[src/rtl/eirq_pkg.sv]
package eirq_pkg;
    typedef enum logic [1:0] {
        SNS_LOW  = 2'b00,
        SNS_ANY  = 2'b01,
        SNS_FALL = 2'b10,
        SNS_RISE = 2'b11
    } sense_e;

    localparam int ADDR_W      = 2;
    localparam int A_SENSE_LO  = 0;
    localparam int A_SENSE_HI  = 1;
    localparam int A_ENABLE    = 2;
    localparam int A_FLAG      = 3;
endpackage

[src/rtl/eirq_sync.sv]
module eirq_sync #(
    parameter int NPINS       = 8,
    parameter int SYNC_STAGES = 2
) (
    input  logic             clk,
    input  logic             rst_n,
    input  logic [NPINS-1:0] pin_i,
    output logic [NPINS-1:0] cur_o,
    output logic [NPINS-1:0] prev_o
);
    logic [NPINS-1:0] stg [SYNC_STAGES];

    // Synchroniser stage 0 takes the raw pins.
    always_ff @(posedge clk or negedge rst_n) begin
        if (!rst_n) stg[0] <= '1;
        else        stg[0] <= pin_i;
    end

    // Remaining synchroniser stages are chained.
    generate
        for (genvar s = 1; s < SYNC_STAGES; s++) begin : g_stage
            always_ff @(posedge clk or negedge rst_n) begin
                if (!rst_n) stg[s] <= '1;
                else        stg[s] <= stg[s-1];
            end
        end
    endgenerate

    assign cur_o = stg[SYNC_STAGES-1];

    // Previous sample, used by the edge comparison.
    always_ff @(posedge clk or negedge rst_n) begin
        if (!rst_n) prev_o <= '1;
        else        prev_o <= cur_o;
    end

    // Checker: cycles since reset, saturating at 3.
    logic [1:0] since_rst;
    always_ff @(posedge clk or negedge rst_n) begin
        if (!rst_n)               since_rst <= '0;
        else if (since_rst != 2'd3) since_rst <= since_rst + 2'd1;
    end

    generate
        if (SYNC_STAGES == 2) begin : g_chk
            // the synchronised value is the pin two edges ago
            a_r4_sync_latency: assert property (@(posedge clk) disable iff (!rst_n)
                (since_rst == 2'd3) |-> (cur_o == $past(pin_i, 2)));
        end
    endgenerate
endmodule

[src/rtl/eirq_detect.sv]
module eirq_detect
    import eirq_pkg::*;
#(
    parameter int NPINS = 8
) (
    input  logic                  cur_i   [NPINS],
    input  logic                  prev_i  [NPINS],
    input  sense_e                sense_i [NPINS],
    output logic [NPINS-1:0]      evt_o,
    output logic [NPINS-1:0]      lvl_o
);
    generate
        for (genvar p = 0; p < NPINS; p++) begin : g_pin
            always_comb begin
                evt_o[p] = 1'b0;
                lvl_o[p] = 1'b0;
                unique case (sense_i[p])
                    SNS_LOW:  lvl_o[p] = ~cur_i[p];
                    SNS_ANY:  evt_o[p] = cur_i[p] ^ prev_i[p];
                    SNS_FALL: evt_o[p] = prev_i[p] & ~cur_i[p];
                    SNS_RISE: evt_o[p] = ~prev_i[p] & cur_i[p];
                    default:  ;
                endcase
            end
        end
    endgenerate
endmodule

[src/rtl/eirq_regs.sv]
module eirq_regs
    import eirq_pkg::*;
#(
    parameter int NPINS = 8,
    parameter int DW    = 8
) (
    input  logic              clk,
    input  logic              rst_n,
    input  logic [ADDR_W-1:0] bus_addr,
    input  logic [DW-1:0]     bus_wdata,
    input  logic              bus_we,
    output logic [DW-1:0]     bus_rdata,
    input  logic [NPINS-1:0]  evt_i,
    input  logic [NPINS-1:0]  ack_i,
    output sense_e            sense_o [NPINS],
    output logic [NPINS-1:0]  enable_o,
    output logic [NPINS-1:0]  flag_o
);
    localparam int PER_REG = DW / 2;

    logic [DW-1:0]    sns_lo_q, sns_hi_q;
    logic [NPINS-1:0] en_q, flag_q, clr_w;

    wire wr_lo   = bus_we && (bus_addr == ADDR_W'(A_SENSE_LO));
    wire wr_hi   = bus_we && (bus_addr == ADDR_W'(A_SENSE_HI));
    wire wr_en   = bus_we && (bus_addr == ADDR_W'(A_ENABLE));
    wire wr_flag = bus_we && (bus_addr == ADDR_W'(A_FLAG));

    always_ff @(posedge clk or negedge rst_n) begin
        if (!rst_n) begin
            sns_lo_q <= '0;
            sns_hi_q <= '0;
            en_q     <= '0;
        end else begin
            if (wr_lo) sns_lo_q <= bus_wdata;
            if (wr_hi) sns_hi_q <= bus_wdata;
            if (wr_en) en_q     <= bus_wdata[NPINS-1:0];
        end
    end

    // Clear sources: a write of ones to the flag register, or an acknowledge.
    // An event set takes priority over either clear.
    assign clr_w = (wr_flag ? bus_wdata[NPINS-1:0] : '0) | ack_i;

    always_ff @(posedge clk or negedge rst_n) begin
        if (!rst_n) flag_q <= '0;
        else        flag_q <= (flag_q & ~clr_w) | evt_i;
    end

    // Unpack the 2-bit trigger field of each pin.
    generate
        for (genvar p = 0; p < NPINS; p++) begin : g_fld
            if (p < PER_REG) begin : g_lo
                assign sense_o[p] = sense_e'(sns_lo_q[2*p +: 2]);
            end else begin : g_hi
                assign sense_o[p] = sense_e'(sns_hi_q[2*(p-PER_REG) +: 2]);
            end
        end
    endgenerate

    always_comb begin
        unique case (bus_addr)
            ADDR_W'(A_SENSE_LO): bus_rdata = sns_lo_q;
            ADDR_W'(A_SENSE_HI): bus_rdata = sns_hi_q;
            ADDR_W'(A_ENABLE):   bus_rdata = DW'(en_q);
            default:             bus_rdata = DW'(flag_q);
        endcase
    end

    assign enable_o = en_q;
    assign flag_o   = flag_q;

    // an event always leaves its flag set
    a_r8_set_wins: assert property (@(posedge clk) disable iff (!rst_n)
        (|evt_i) |=> ((flag_q & $past(evt_i)) == $past(evt_i)));

    // a written one clears its flag unless an event collides
    a_r7_w1c: assert property (@(posedge clk) disable iff (!rst_n)
        wr_flag |=> ((flag_q & $past(bus_wdata[NPINS-1:0] & ~evt_i)) == '0));

    // an acknowledge clears its flag unless an event collides
    a_r9_ack_clear: assert property (@(posedge clk) disable iff (!rst_n)
        (|ack_i) |=> ((flag_q & $past(ack_i & ~evt_i)) == '0));
endmodule

[src/rtl/ext_irq_sense.sv]
module ext_irq_sense
    import eirq_pkg::*;
#(
    parameter int NPINS       = 8,
    parameter int DW          = 8,
    parameter int SYNC_STAGES = 2
) (
    input  logic              clk,
    input  logic              rst_n,
    input  logic [1:0]        bus_addr,
    input  logic [DW-1:0]     bus_wdata,
    input  logic              bus_we,
    output logic [DW-1:0]     bus_rdata,
    input  logic              gie,
    input  logic [NPINS-1:0]  pin_in,
    input  logic [NPINS-1:0]  irq_ack,
    output logic [NPINS-1:0]  irq_req
);
    logic [NPINS-1:0] cur_v, prev_v, evt, lvl, en, flag;
    logic             cur_a  [NPINS];
    logic             prev_a [NPINS];
    sense_e           sense  [NPINS];

    eirq_sync #(.NPINS(NPINS), .SYNC_STAGES(SYNC_STAGES)) u_sync (
        .clk(clk), .rst_n(rst_n), .pin_i(pin_in), .cur_o(cur_v), .prev_o(prev_v)
    );

    generate
        for (genvar p = 0; p < NPINS; p++) begin : g_unpack
            assign cur_a[p]  = cur_v[p];
            assign prev_a[p] = prev_v[p];
        end
    endgenerate

    eirq_detect #(.NPINS(NPINS)) u_det (
        .cur_i(cur_a), .prev_i(prev_a), .sense_i(sense), .evt_o(evt), .lvl_o(lvl)
    );

    eirq_regs #(.NPINS(NPINS), .DW(DW)) u_regs (
        .clk(clk), .rst_n(rst_n), .bus_addr(bus_addr), .bus_wdata(bus_wdata),
        .bus_we(bus_we), .bus_rdata(bus_rdata), .evt_i(evt), .ack_i(irq_ack),
        .sense_o(sense), .enable_o(en), .flag_o(flag)
    );

    assign irq_req = (flag | lvl) & en & {NPINS{gie}};

    // no request without the global enable
    a_r10_gie_gate: assert property (@(posedge clk) disable iff (!rst_n)
        (|irq_req) |-> gie);

    // an enabled low-level condition always reaches the output
    a_r6_level_req: assert property (@(posedge clk) disable iff (!rst_n)
        (gie && |(lvl & en)) |-> |irq_req);
endmodule

[config.mk]
export PLATFORM = sky130hd
export DESIGN_NAME = ext_irq_sense
export DESIGN_NICKNAME = d
export VERILOG_FILES = /design/src/rtl/eirq_pkg.sv /design/src/rtl/eirq_sync.sv /design/src/rtl/eirq_detect.sv /design/src/rtl/eirq_regs.sv /design/src/rtl/ext_irq_sense.sv
export SDC_FILE = /design/constraint.sdc
export NUM_CORES = 1
export LEC_CHECK = 0
export ABC_AREA = 0
export BUFFER_PORTS_ARGS = -buffer_cell sky130_fd_sc_hd__buf_2
export CAP_MARGIN = 20
export CORE_MARGIN = 8
export CORE_UTILIZATION = 45
export CTS_CLUSTER_DIAMETER = 50
export DETAILED_ROUTE_END_ITERATION = 7
export PLACE_DENSITY = 0.75
export SYNTH_ARGS = -nofsm -noshare
export SYNTH_HDL_FRONTEND = slang
export SYNTH_SLANG_ARGS = --single-unit
[constraint.sdc]
create_clock -name clk -period 2.45 [get_ports clk]
set_input_delay 0.3675 -clock clk [delete_from_list [all_inputs] [get_ports clk]]
set_output_delay 0.3675 -clock clk [all_outputs]
set_load 0.01 [all_outputs]
==> results of run 1 <==
final cells by class:
type / instances / area (um^2)
inverter: 18 / 67.6
clock buffer: 6 / 82.6
multi-input combinational: 118 / 1150
clock inverter: 2 / 10.0
sequential: 56 / 1430
fill: 523 / 2770
tap: 75 / 93.8
timing repair buffer: 46 / 245
power by group through the flow:
stage	clock network, mW	registers, mW	logic (mW)
floorplan	0	1.17	0.284
global placement	0	1.22	0.407
detailed placement	0	1.22	0.420
CTS	0.538	1.20	0.421
global route	0.573	1.22	0.460
finish	0.514	1.20	0.411
layer usage:
metal / routed length (um) / share of wire
met4: 50 / 0.0095
met1: 2480 / 0.47
met3: 261 / 0.049
met5: 0 / 0
met2: 2500 / 0.47
cell families (layout without fill, tap and decap cells):
family / after synthesis / after routing / synth area share
flops: 56 / 56 / 0.535
simple gates: 38 / 38 / 0.0805
mux: 36 / 36 / 0.196
compound gates: 28 / 28 / 0.0795
buf+inv: 22 / 72 / 0.0346
fa+ha+maj: 16 / 16 / 0.0748
critical path, stage by stage:
cell,delay (ns)
sky130_fd_sc_hd__buf_2,0.32
sky130_fd_sc_hd__mux4_1,0.60
sky130_fd_sc_hd__buf_2,0.16
how the worst min path moves through the flow:
stage | startpoint | cells past startpoint | end | slack, ns
floorplan | rst_n | 0 | u_regs.enable_o[0]$_DFFE_PN0P_ | 0.07
global placement | u_sync.stg[8]$_DFF_PN1_ | 0 | u_sync.cur_o[0]$_DFF_PN1_ | 0.35
detailed placement | u_sync.stg[13]$_DFF_PN1_ | 0 | u_sync.cur_o[5]$_DFF_PN1_ | 0.35
CTS | rst_n | 2 | u_regs.flag_o[1]$_DFF_PN0_ | 0.05
global route | rst_n | 2 | u_regs.enable_o[7]$_DFFE_PN0P_ | 0.05
finish | rst_n | 2 | u_regs.enable_o[3]$_DFFE_PN0P_ | 0.05
state kept, by name, summed over array words and instances, names as in the netlist:
register and count:
u_sync.cur_o 8, u_regs.enable_o 8, u_regs.sns_hi_q 8, u_regs.flag_o 8, u_regs.sns_lo_q 8, u_sync.prev_o 8
u_sync.stg 8
through the flow:
stage,cells,setup slack [ns],utilization
floorplan,196,0.983,-
global placement,313,0.643,0.511
detailed placement,313,0.610,0.511
CTS,321,0.610,0.527
global route,321,0.588,0.527
finish,321,0.631,0.527
synthesized netlist by cell type, drive strengths merged:
master / count
ha: 16
o21ai: 4
nand2: 10
buf: 3
nand3b: 2
a221o: 2
nand2b: 8
dfstp: 24
nor3b: 1
a21oi: 8
mux4: 8
nor2: 8
nor3: 8
dfrtp: 32
mux2: 26
inv: 18
o211a: 8
mux2i: 2
clkbuf: 1
a211o: 6
and3: 1
==> impl_summary.md, run 1 <==
Outcome
The run finished with clean final reports.

Pwr
The power density over the cells is between 600 and 700 mW/mm^2. For this design the static power due to leakage is 1.58 nW. The design draws ~2.1 mW. The fraction of power spent switching nets is 0.278.

IR analysis of the VDD net gives a maximum drop of 0.295 mV. The share of total power dissipated in combinational logic is 0.193. The proportion of power drawn by the clock network is 0.241. The internal cell power is 1.54 mW. The share of total power dissipated in sequential elements is 0.565. Summed over all nets, the switching power comes to 0.591 mW.

Floorplan
The floorplan step set the die height to around 93 um. between 40 and 50 I/O pins were placed. The core area is 0.00585 mm^2. The floorplan step set the die width to approximately 93 um. In this run the core area contains 28 standard-cell rows. The initial standard-cell utilization of the core is 0.457. The die area is 0.00867 mm^2.

Critical path
Setup slack on the worst reg-to-reg path comes out at about 0.94 ns. The first element of the critical path is bus_addr[1]. The signal arrival time at the worst endpoint is 1.45 ns. The critical register-to-register path endpoint is u_regs.flag_o[7]$_DFF_PN0_. The endpoint kind of the worst setup timing path is an output pin. The startpoint identified for the worst register-to-register timing path is u_sync.cur_o[7]$_DFF_PN1_. The endpoint of the worst setup timing path is bus_rdata[5]. The depth of the most critical reg-to-reg path is 4. The worst setup path is of the in2out kind. The data required time of the critical path is 2.08 ns. The kind of start point of the critical path is a primary input. In this run the worst path has a maximum fanout of 12.

Global routing
For met3 alone, demand over resource in global routing was 0.0393. For met1 alone, demand over resource in global routing was 0.167. The via count of the first global-routing pass is 1754. The first global-routing pass estimated 8.87 mm of wire. For this run the aggregate overflow at the end of global routing stands at 0. The combined global-route utilization of all metal layers is 0.128. The number of antenna violations at the first check in global routing is 0. The layer with the highest usage after global routing is met2.

The routing usage on met2 is 0.205. Entering global routing, the biggest net connects 57 pins.

CTS
The root buffer selected by CTS is sky130_fd_sc_hd__clkbuf_8. The number of gates resized after CTS was 0. The hold-fix buffer count after cts is 0. The clock-pin slew on the worst setup and hold paths is 0.09 ns. The clock passes through at most 2 buffers. Counting the buffers created by CTS gives 5.

CTS saw 56 sinks. The number of setup buffers added after CTS is 0. TritonCTS built the clock tree. The maximum level of the CTS H-tree is 2. For the worst-skew pair, the clock arrives at the later sink with an insertion delay of 0.30 ns.

Finish
Leaving out fill and tap cells, the most frequent cell in the layout is sky130_fd_sc_hd__buf_2. The count of antenna diodes in the layout is 0. Compared with the post-synthesis result, the final layout area differs by 15.2%.

At the end of the flow, the number of nets in the layout was 291. Summing all non-filler instances in the final layout gives an area of between 0.003 and 0.004 mm^2. The ratio of cells with drive above 1 in the final layout is 0.439. In the layout the commonest cells are sky130_fd_sc_hd__buf_2, sky130_fd_sc_hd__dfrtp_1, sky130_fd_sc_hd__mux2_2, sky130_fd_sc_hd__dfstp_2, sky130_fd_sc_hd__inv_1.

Timing
The number of failing hold endpoints at the final stage is 0. The max-slew violation total from the final report is 0. The setup clock skew after layout is 0.00884 ns. The clock period could shrink to 1.82 ns. For the pin with the worst max-slew slack, the measured transition is approximately 0.55 ns. The worst hold slack is ~0.045 ns. Setup repair after global routing left no endpoint under its margin.

The final critical-path share of the clock period is 0.742. The worst max-slew margin expressed relative to the limit is 0.635. Timing would allow up to 550 MHz. The number of setup violations in the final report is 0.

The accumulated negative setup slack is 0 ns.

Synthesis
The synthesized netlist cell count is roughly 200. The most area-hungry cell type in the Yosys netlist is sky130_fd_sc_hd__dfrtp_1. The share of synthesized area in the top cell type comes to 0.299. The sequential element share of the synthesized area is 0.535. The synthesized area divided by synthesized cell count is between 10 and 15 um^2. Yosys printed 0 warnings. Ranked by total cell area, the synthesized netlist is headed by sky130_fd_sc_hd__dfrtp_1, sky130_fd_sc_hd__dfstp_2, sky130_fd_sc_hd__mux2_2, sky130_fd_sc_hd__mux4_1, sky130_fd_sc_hd__ha_1. The number of distinct library cell variants in the gate-level netlist after synthesis is 23. The synthesized design contains 56 register bits.

The cell area that synthesis handed to floorplanning was 0.00268 mm^2. The number of nets in the synthesized netlist is ~240.

Route
Dividing the detail-routed wire length by the instance count gives 16.5 um. The number of detailed-routing iterations run before antenna repair is 4. The wire length reported by the detailed router is 5.29 mm. The via density per instance is ~5.2. The violation count after the first detailed-route iteration is 85. The DRC violations left is 0. Summing over every cut layer, the via total after detailed routing is 1677. The residual antenna-violating net count after detailed routing is 0.

Hold path
The tightest min-delay check is of the in2async type.

Placement
The placed instances occupy a cell area of 0.00299 mm^2. The count of input and output buffers is 45. At the end of routability-driven placement, the weighted congestion stood at 0.752. Summed over all nets, the half-perimeter wirelength after detailed placement is 3.82 mm.

Run
Max-cap violations in this run came to 0.
Note: power is estimated with default switching activity, not from simulation.
==> run 2: changes to the inputs <==
Clock period 2.45 ns to 1.8 ns, I/O delays scaled along.
==> impl_summary.md, run 2 (same netlist as run 1, synthesis figures left out) <==
CTS
The clock insertion delay at the later pin of the skew report is 0.30 ns (about the same). The total clock buffers created by CTS is 5 (unchanged). The clock-pin slew on the worst setup and hold paths was 0.09 ns (about the same). The cell sitting at the root of the clock tree is a sky130_fd_sc_hd__clkbuf_8. The maximum level of the CTS H-tree was 2 (unchanged). The number of setup buffers added after CTS came to 0 (unchanged). The maximum clock insertion buffer count is 2 (unchanged). TritonCTS built the clock tree.

The clock sink count is 56 (unchanged).

Finish
The area of the multi-input gates was 0.00115 mm^2 (unchanged). The register cell area after layout is 0.00143 mm^2 (unchanged). The final net count came to 294 (+1.0%).

The ratio of cells with drive above 1 in the final layout came to 0.442 (+0.00274). The fill cell total of the finished layout is 515 (-1.5%). The number of non-filler instances in the completed layout is 324 (+0.93%).

The count of antenna diodes in the layout came to 0 (unchanged). The library cells used most frequently in the layout, excluding fill and tap cells, are sky130_fd_sc_hd__buf_2, sky130_fd_sc_hd__dfrtp_1, sky130_fd_sc_hd__mux2_2, sky130_fd_sc_hd__dfstp_2, sky130_fd_sc_hd__inv_1. From synthesis to final layout, the design area changed by 16.6%. Leaving out fill and tap cells, the most frequent cell in the layout is sky130_fd_sc_hd__buf_2.

Timing
The worst hold slack is 0.0528 ns (+0.00737 ns). The setup clock skew after layout is 0.00496 ns (-0.00388 ns). The measured slew at the worst slew-check pin is 0.492 ns (-0.0543 ns). For this run, the top clock speed supported by timing is roughly 600 MHz. The worst max-slew margin expressed relative to the limit is 0.672 (+0.0366). In the finished design, the share of the clock period the worst path needs comes to 0.942. The accumulated negative setup slack was 0 ns (unchanged). The minimum period implied by the final worst setup slack is 1.69 ns. The number of failing hold endpoints at the final stage is 0 (unchanged). The max-slew violation total from the final report came to 0 (unchanged). Setup repair after global routing left no endpoint under its margin.

The number of setup violations in the final report is 0 (unchanged).

Pwr
The cell leakage power is 1.60 nW (+1.2%). The peak supply drop is 0.454 mV (+54%). The switching power total is 0.799 mW (+35%). The combinational power share was 0.195 (+0.002). The proportion of power drawn by the clock network is 0.239 (-0.002).

The power density over the cells was 928 mW/mm^2 (+34%). The fraction of power spent switching nets was 0.276 (-0.00206). The total power after layout was 2.90 mW (+36%). The internal cell power is 2.10 mW (+37%).

The sequential power share was 0.566 (about the same).

Route
The number of detailed-routing iterations run before antenna repair is 4 (unchanged). The count of vias placed by the detailed router is 1689 (+0.72%). The DRC violations left is 0 (unchanged). The violation count after the first detailed-route iteration came to 55 (-35%). The average routed wire per standard cell was 16.4 um (-0.27%). The residual antenna-violating net count after detailed routing is 0 (unchanged). The via density per instance is 5.21 (-0.22%).

The wire length reported by the detailed router is 5.32 mm (+0.66%).

Global routing
The number of antenna violations at the first check in global routing came to 1 (+1). The combined global-route utilization of all metal layers is 0.129 (+0.00108). The first-pass GRT wire length is 8.86 mm (-0.16%). The total grt overflow came to 0 (unchanged).

The pin count of the biggest net entering global routing came to 22 (-61%). The via count of the first global-routing pass came to 1835 (+4.6%).

Critical path
The count of buffer and inverter cells on the critical path is 1 (-1). The kind of start point of the critical path is a flip-flop. Among cell families on the critical path, the largest total delay comes from multiplexers. The delay of the slowest critical-path stage is 0.51 ns (-0.09 ns). Walking the worst path, the cells encountered are mux4_1, buf_2. The critical path in this run is classified as reg2out. The endpoint kind of the worst setup timing path is an output pin. The library cell contributing the largest single delay on the critical path is sky130_fd_sc_hd__mux4_1. The signal arrival time at the worst endpoint is 1.42 ns (-0.03 ns). The data required time of the critical path is 1.53 ns (-0.55 ns).

The maximum fanout count along the critical path is 5 (-7).

Floorplan
The core area was 0.00585 mm^2 (unchanged). The top-level port count is 46 (unchanged). The width of the chip is 93.1 um (unchanged).

The die area is 0.00867 mm^2 (unchanged). The die span in y is 93.1 um (unchanged). The initial standard-cell utilization of the core is 0.457 (unchanged).

The row count was 28 (unchanged).

Run
The number of max-cap violations is 0 (unchanged).

Placement
The count of input and output buffers was 45 (unchanged). The last weighted congestion value of the routability-driven placer is 0.772 (+2.7%). The detailed placer's ending HPWL was 3.95 mm (+3.4%).

The instance count after placement with tap cells included is 315 (+0.64%).

Outcome
The run finished with clean final reports.

Hold path
The tightest min-delay check is of the in2reg type.
run 2: cell types whose count changed in the layout (fill, tap and decap cells not counted):
| cell | change |
|---|---|
| sky130_fd_sc_hd__buf_12 | +1 |
| sky130_fd_sc_hd__dlygate4sd3_1 | +1 |
| sky130_fd_sc_hd__buf_4 | +1 |
run 2: per-layer routing:
| metal | routed length, um | vias up | global-route usage |
|---|---|---|---|
| li1 | - | 805 | - |
| met5 | 8 | - | 0 |
| met2 | 2550 | 31 | 0.215 |
| met1 | 2400 | 843 | 0.157 |
| met4 | 61 | 2 | 0.0322 |
| met3 | 299 | 8 | 0.0433 |
run 2: path summary, 6_finish.rpt:
path                                                      from                          to  slack, ns  cells past startpoint
worst max-delay path            u_regs.sns_lo_q[6]$_DFFE_PN0P_                bus_rdata[6]       0.11                      2
worst min-delay path                                 pin_in[7]    u_sync.stg[15]$_DFF_PN1_       0.05                      1
worst max register to register       u_sync.cur_o[6]$_DFF_PN1_  u_regs.flag_o[6]$_DFF_PN0_       0.30                      4
worst min register to register        u_sync.stg[11]$_DFF_PN1_   u_sync.cur_o[3]$_DFF_PN1_       0.36                      0
max in group asynchronous                                rst_n    u_sync.stg[14]$_DFF_PN1_       0.79                      3
min in group asynchronous                                rst_n  u_regs.flag_o[1]$_DFF_PN0_       0.46                      2
run 2: through the flow:
step	setup WS (ns)	cell area, um^2	util
finish	0.105	3120	0.533
global route	0.0545	3120	0.533
CTS	0.0779	3120	0.533
detailed placement	0.154	3020	0.516
global placement	0.193	3020	0.516
floorplan	0.361	2680	-
run 2: timing repair:
item,in CTS,in global routing
hold buffers,1,0
hold endpoints to repair,6,0
resized for setup,0,0
run 2: layout make-up:
type                    instances  share of cell area
repair buffers                 49              0.0907
multi-input cells             118               0.369
clock buffers                   6              0.0265
flip-flops and latches         56               0.459
well taps                      75              0.0301
clock inverters                 2             0.00321
inverters                      18              0.0217
run 2: power by group through the flow:
| stage | clock network (mW) | logic, mW | registers (mW) |
|---|---|---|---|
| finish | 0.692 | 0.565 | 1.64 |
| CTS | 0.726 | 0.580 | 1.64 |
| detailed placement | 0 | 0.576 | 1.66 |
| floorplan | 0 | 0.387 | 1.60 |
| global placement | 0 | 0.559 | 1.66 |
| global route | 0.772 | 0.631 | 1.67 |
==> run 3: changes to the inputs <==
Clock period 1.8 ns to 2.1 ns, I/O delays scaled along.
==> impl_summary.md, run 3 (same netlist as run 1, synthesis figures left out) <==
Outcome
The flow ran to the end, and the final reports show no timing, DRC or antenna violations.

Pwr
The peak supply drop is 0.386 mV (-15%). The cell leakage power is 1.58 nW (-0.71%). The power density over the cells is 831 mW/mm^2 (-11%). The total power after layout was 2.58 mW (-11%).

Hold path
The class of the tightest hold or removal check is in2reg. The instance count along the most critical hold path is 1 (unchanged). The end point of the most critical hold path is u_sync.stg[15]$_DFF_PN1_. The start point of the worst min-delay path is pin_in[7].

Timing
The number of failing hold endpoints at the final stage is 0 (unchanged). The worst max-slew margin expressed relative to the limit is 0.660 (-0.0117). The number of setup violations in the final report is 0 (unchanged). The setup clock skew after layout is 0.00967 ns (+0.00471 ns). The max-slew violation total from the final report is 0 (unchanged). The worst hold slack is 0.0888 ns (+0.0359 ns). Setup repair after global routing left no endpoint under its margin.

The accumulated negative setup slack is 0 ns (unchanged). For this run, the top clock speed supported by timing is around 580 MHz. The measured slew at the worst slew-check pin is 0.509 ns (+0.0171 ns). The routed design could run at a clock period as short as 1.73 ns. The final critical-path share of the clock period is 0.824.

Run
The number of max-cap violations is 0 (unchanged).

Finish
The count of antenna diodes in the layout was 0 (unchanged). The final instance area came to 0.00311 mm^2 (-0.44%). The synthesis-to-layout area growth is 16.1%. The core occupancy in the finished layout was 0.531 (-0.00235). Leaving out fill and tap cells, the most frequent cell in the layout is sky130_fd_sc_hd__buf_2. The ratio of cells with drive above 1 in the final layout is 0.440 (-0.00225). The fill cell total of the finished layout came to 532 (+3.3%).

The final net count is 293 (-0.34%). In the layout the commonest cells are sky130_fd_sc_hd__buf_2, sky130_fd_sc_hd__dfrtp_1, sky130_fd_sc_hd__mux2_2, sky130_fd_sc_hd__dfstp_2, sky130_fd_sc_hd__inv_1. The area of the multi-input gates was 0.00115 mm^2 (unchanged). The register cell area after layout is 0.00143 mm^2 (unchanged).

Route
The count of vias placed by the detailed router is 1694 (+0.30%). The residual antenna-violating net count after detailed routing is 0 (unchanged). The wire length reported by the detailed router is 5.39 mm (+1.2%). The DRC violations left was 0 (unchanged). The number of detailed-routing iterations run before antenna repair is 4 (unchanged). The violation count after the first detailed-route iteration is 100 (+82%). The average routed wire per standard cell is 16.7 um (+1.6%). The via density per instance is 5.24 (+0.61%).

Placement
The last weighted congestion value of the routability-driven placer is 0.766 (-0.83%). The area of placed instances is 0.00298 mm^2 (-1.1%). The count of input and output buffers is 45 (unchanged).

The detailed placer's ending HPWL came to 4.02 mm (+1.8%).

CTS
The root buffer selected by CTS is sky130_fd_sc_hd__clkbuf_8. The maximum level of the CTS H-tree is 2 (unchanged). The maximum clock insertion buffer count is 2 (unchanged). The clock-pin slew on the worst setup and hold paths was 0.10 ns (about the same). The number of gates given a new drive strength after cts came to 0 (unchanged).

The clock sink count is 56 (unchanged). The total clock buffers created by CTS came to 5 (unchanged). The clock insertion delay at the later pin of the skew report is 0.31 ns (about the same). The CTS tree is yes.

Floorplan
The width of the chip came to 93.1 um (unchanged). The row count is 28 (unchanged). The die area is 0.00867 mm^2 (unchanged). The initial standard-cell utilization of the core is 0.457 (unchanged). The core area is 0.00585 mm^2 (unchanged). The die span in y is 93.1 um (unchanged).

The top-level port count is 46 (unchanged).

Global routing
The via count of the first global-routing pass is 1748 (-4.7%). The pin count of the biggest net entering global routing is 22 (unchanged). The combined global-route utilization of all metal layers is 0.133 (+0.00338). The first-pass GRT wire length is 8.98 mm (+1.3%). The total grt overflow is 0 (unchanged). The number of antenna violations at the first check in global routing is 1 (unchanged).

Critical path
The critical path in this run is classified as reg2out. STA classifies the critical path endpoint as an output pin. The kind of start point of the critical path is a flip-flop. The data required time of the critical path was 1.78 ns (+0.25 ns). The signal arrival time at the worst endpoint was 1.42 ns (about the same). On the critical path, the stage with the largest delay is an instance of sky130_fd_sc_hd__mux4_1. The delay of the slowest critical-path stage was 0.50 ns (about the same). The startpoint identified for the worst register-to-register timing path is u_sync.cur_o[7]$_DFF_PN1_. The maximum fanout count along the critical path is 5 (unchanged). The depth of the most critical reg-to-reg path is 4 (unchanged). The first element of the critical path is u_regs.sns_lo_q[6]$_DFFE_PN0P_. The worst-case register-to-register setup slack came to 0.58 ns (+0.28 ns). In this run the critical register-to-register path is captured at u_regs.flag_o[7]$_DFF_PN0_. Walking the worst path, the cells encountered are mux4_1, buf_2.
## run 3: cell count changes in the layout (fill, tap and decap cells not counted)
cell                         change
sky130_fd_sc_hd__bufinv_16       +1
sky130_fd_sc_hd__clkbuf_8        -1
sky130_fd_sc_hd__clkinv_2        -1
sky130_fd_sc_hd__buf_4           +1
sky130_fd_sc_hd__clkinvlp_4      +1
sky130_fd_sc_hd__buf_12          -2
## run 3: how the worst max path moves through the flow
stage,cells past startpoint,endpoint
CTS,2,bus_rdata[6]
global placement,3,bus_rdata[0]
finish,2,bus_rdata[6]
global route,2,bus_rdata[6]
floorplan,4,u_regs.flag_o[6]$_DFF_PN0_
detailed placement,3,bus_rdata[6]
## run 3: through the flow
step           setup WS, ns  std cells
2_1_floorplan         0.661        196
3_3_place_gp          0.396        314
3_5_place_dp          0.362        314
4_1_cts               0.343        323
5_1_grt               0.296        323
6_report              0.369        323
## run 3: routing by layer
metal / GRT usage / part of all wire / up-vias
met2: 0.212 / 0.48 / 28
met3: 0.0505 / 0.061 / 8
met5: 0 / 0.0015 / -
met1: 0.163 / 0.45 / 848
met4: 0.0389 / 0.012 / 2
li1: - / - / 808
## run 3: power by group
group	total (mW)	switching, mW	internal, mW
clock	0.695	0.342	0.353
sequential	1.40	0.154	1.25
combinational	0.480	0.202	0.278
total	2.58	0.698	1.88
## run 3: layout make-up
| type | instances | share of cell area |
|---|---|---|
| clock buffer | 5 | 0.0222 |
| clock inverter | 3 | 0.0137 |
| inverter | 18 | 0.0218 |
| multi-input combinational | 118 | 0.371 |
| sequential | 56 | 0.461 |
| tap | 75 | 0.0302 |
| timing repair buffer | 48 | 0.0806 |
## run 3: repair_timing
action,4_1_cts,5_1_grt
setup buffers,0,0
hold buffers,1,0
endpoints found under the setup margin,0,0
endpoints found under the hold margin,7,0
## run 3: critical path: cells and delay by family (launching register included)
kind,cells,cell delay [ns]
muxes,1,0.50
buffers and inverters,1,0.15
DFF,1,0.45
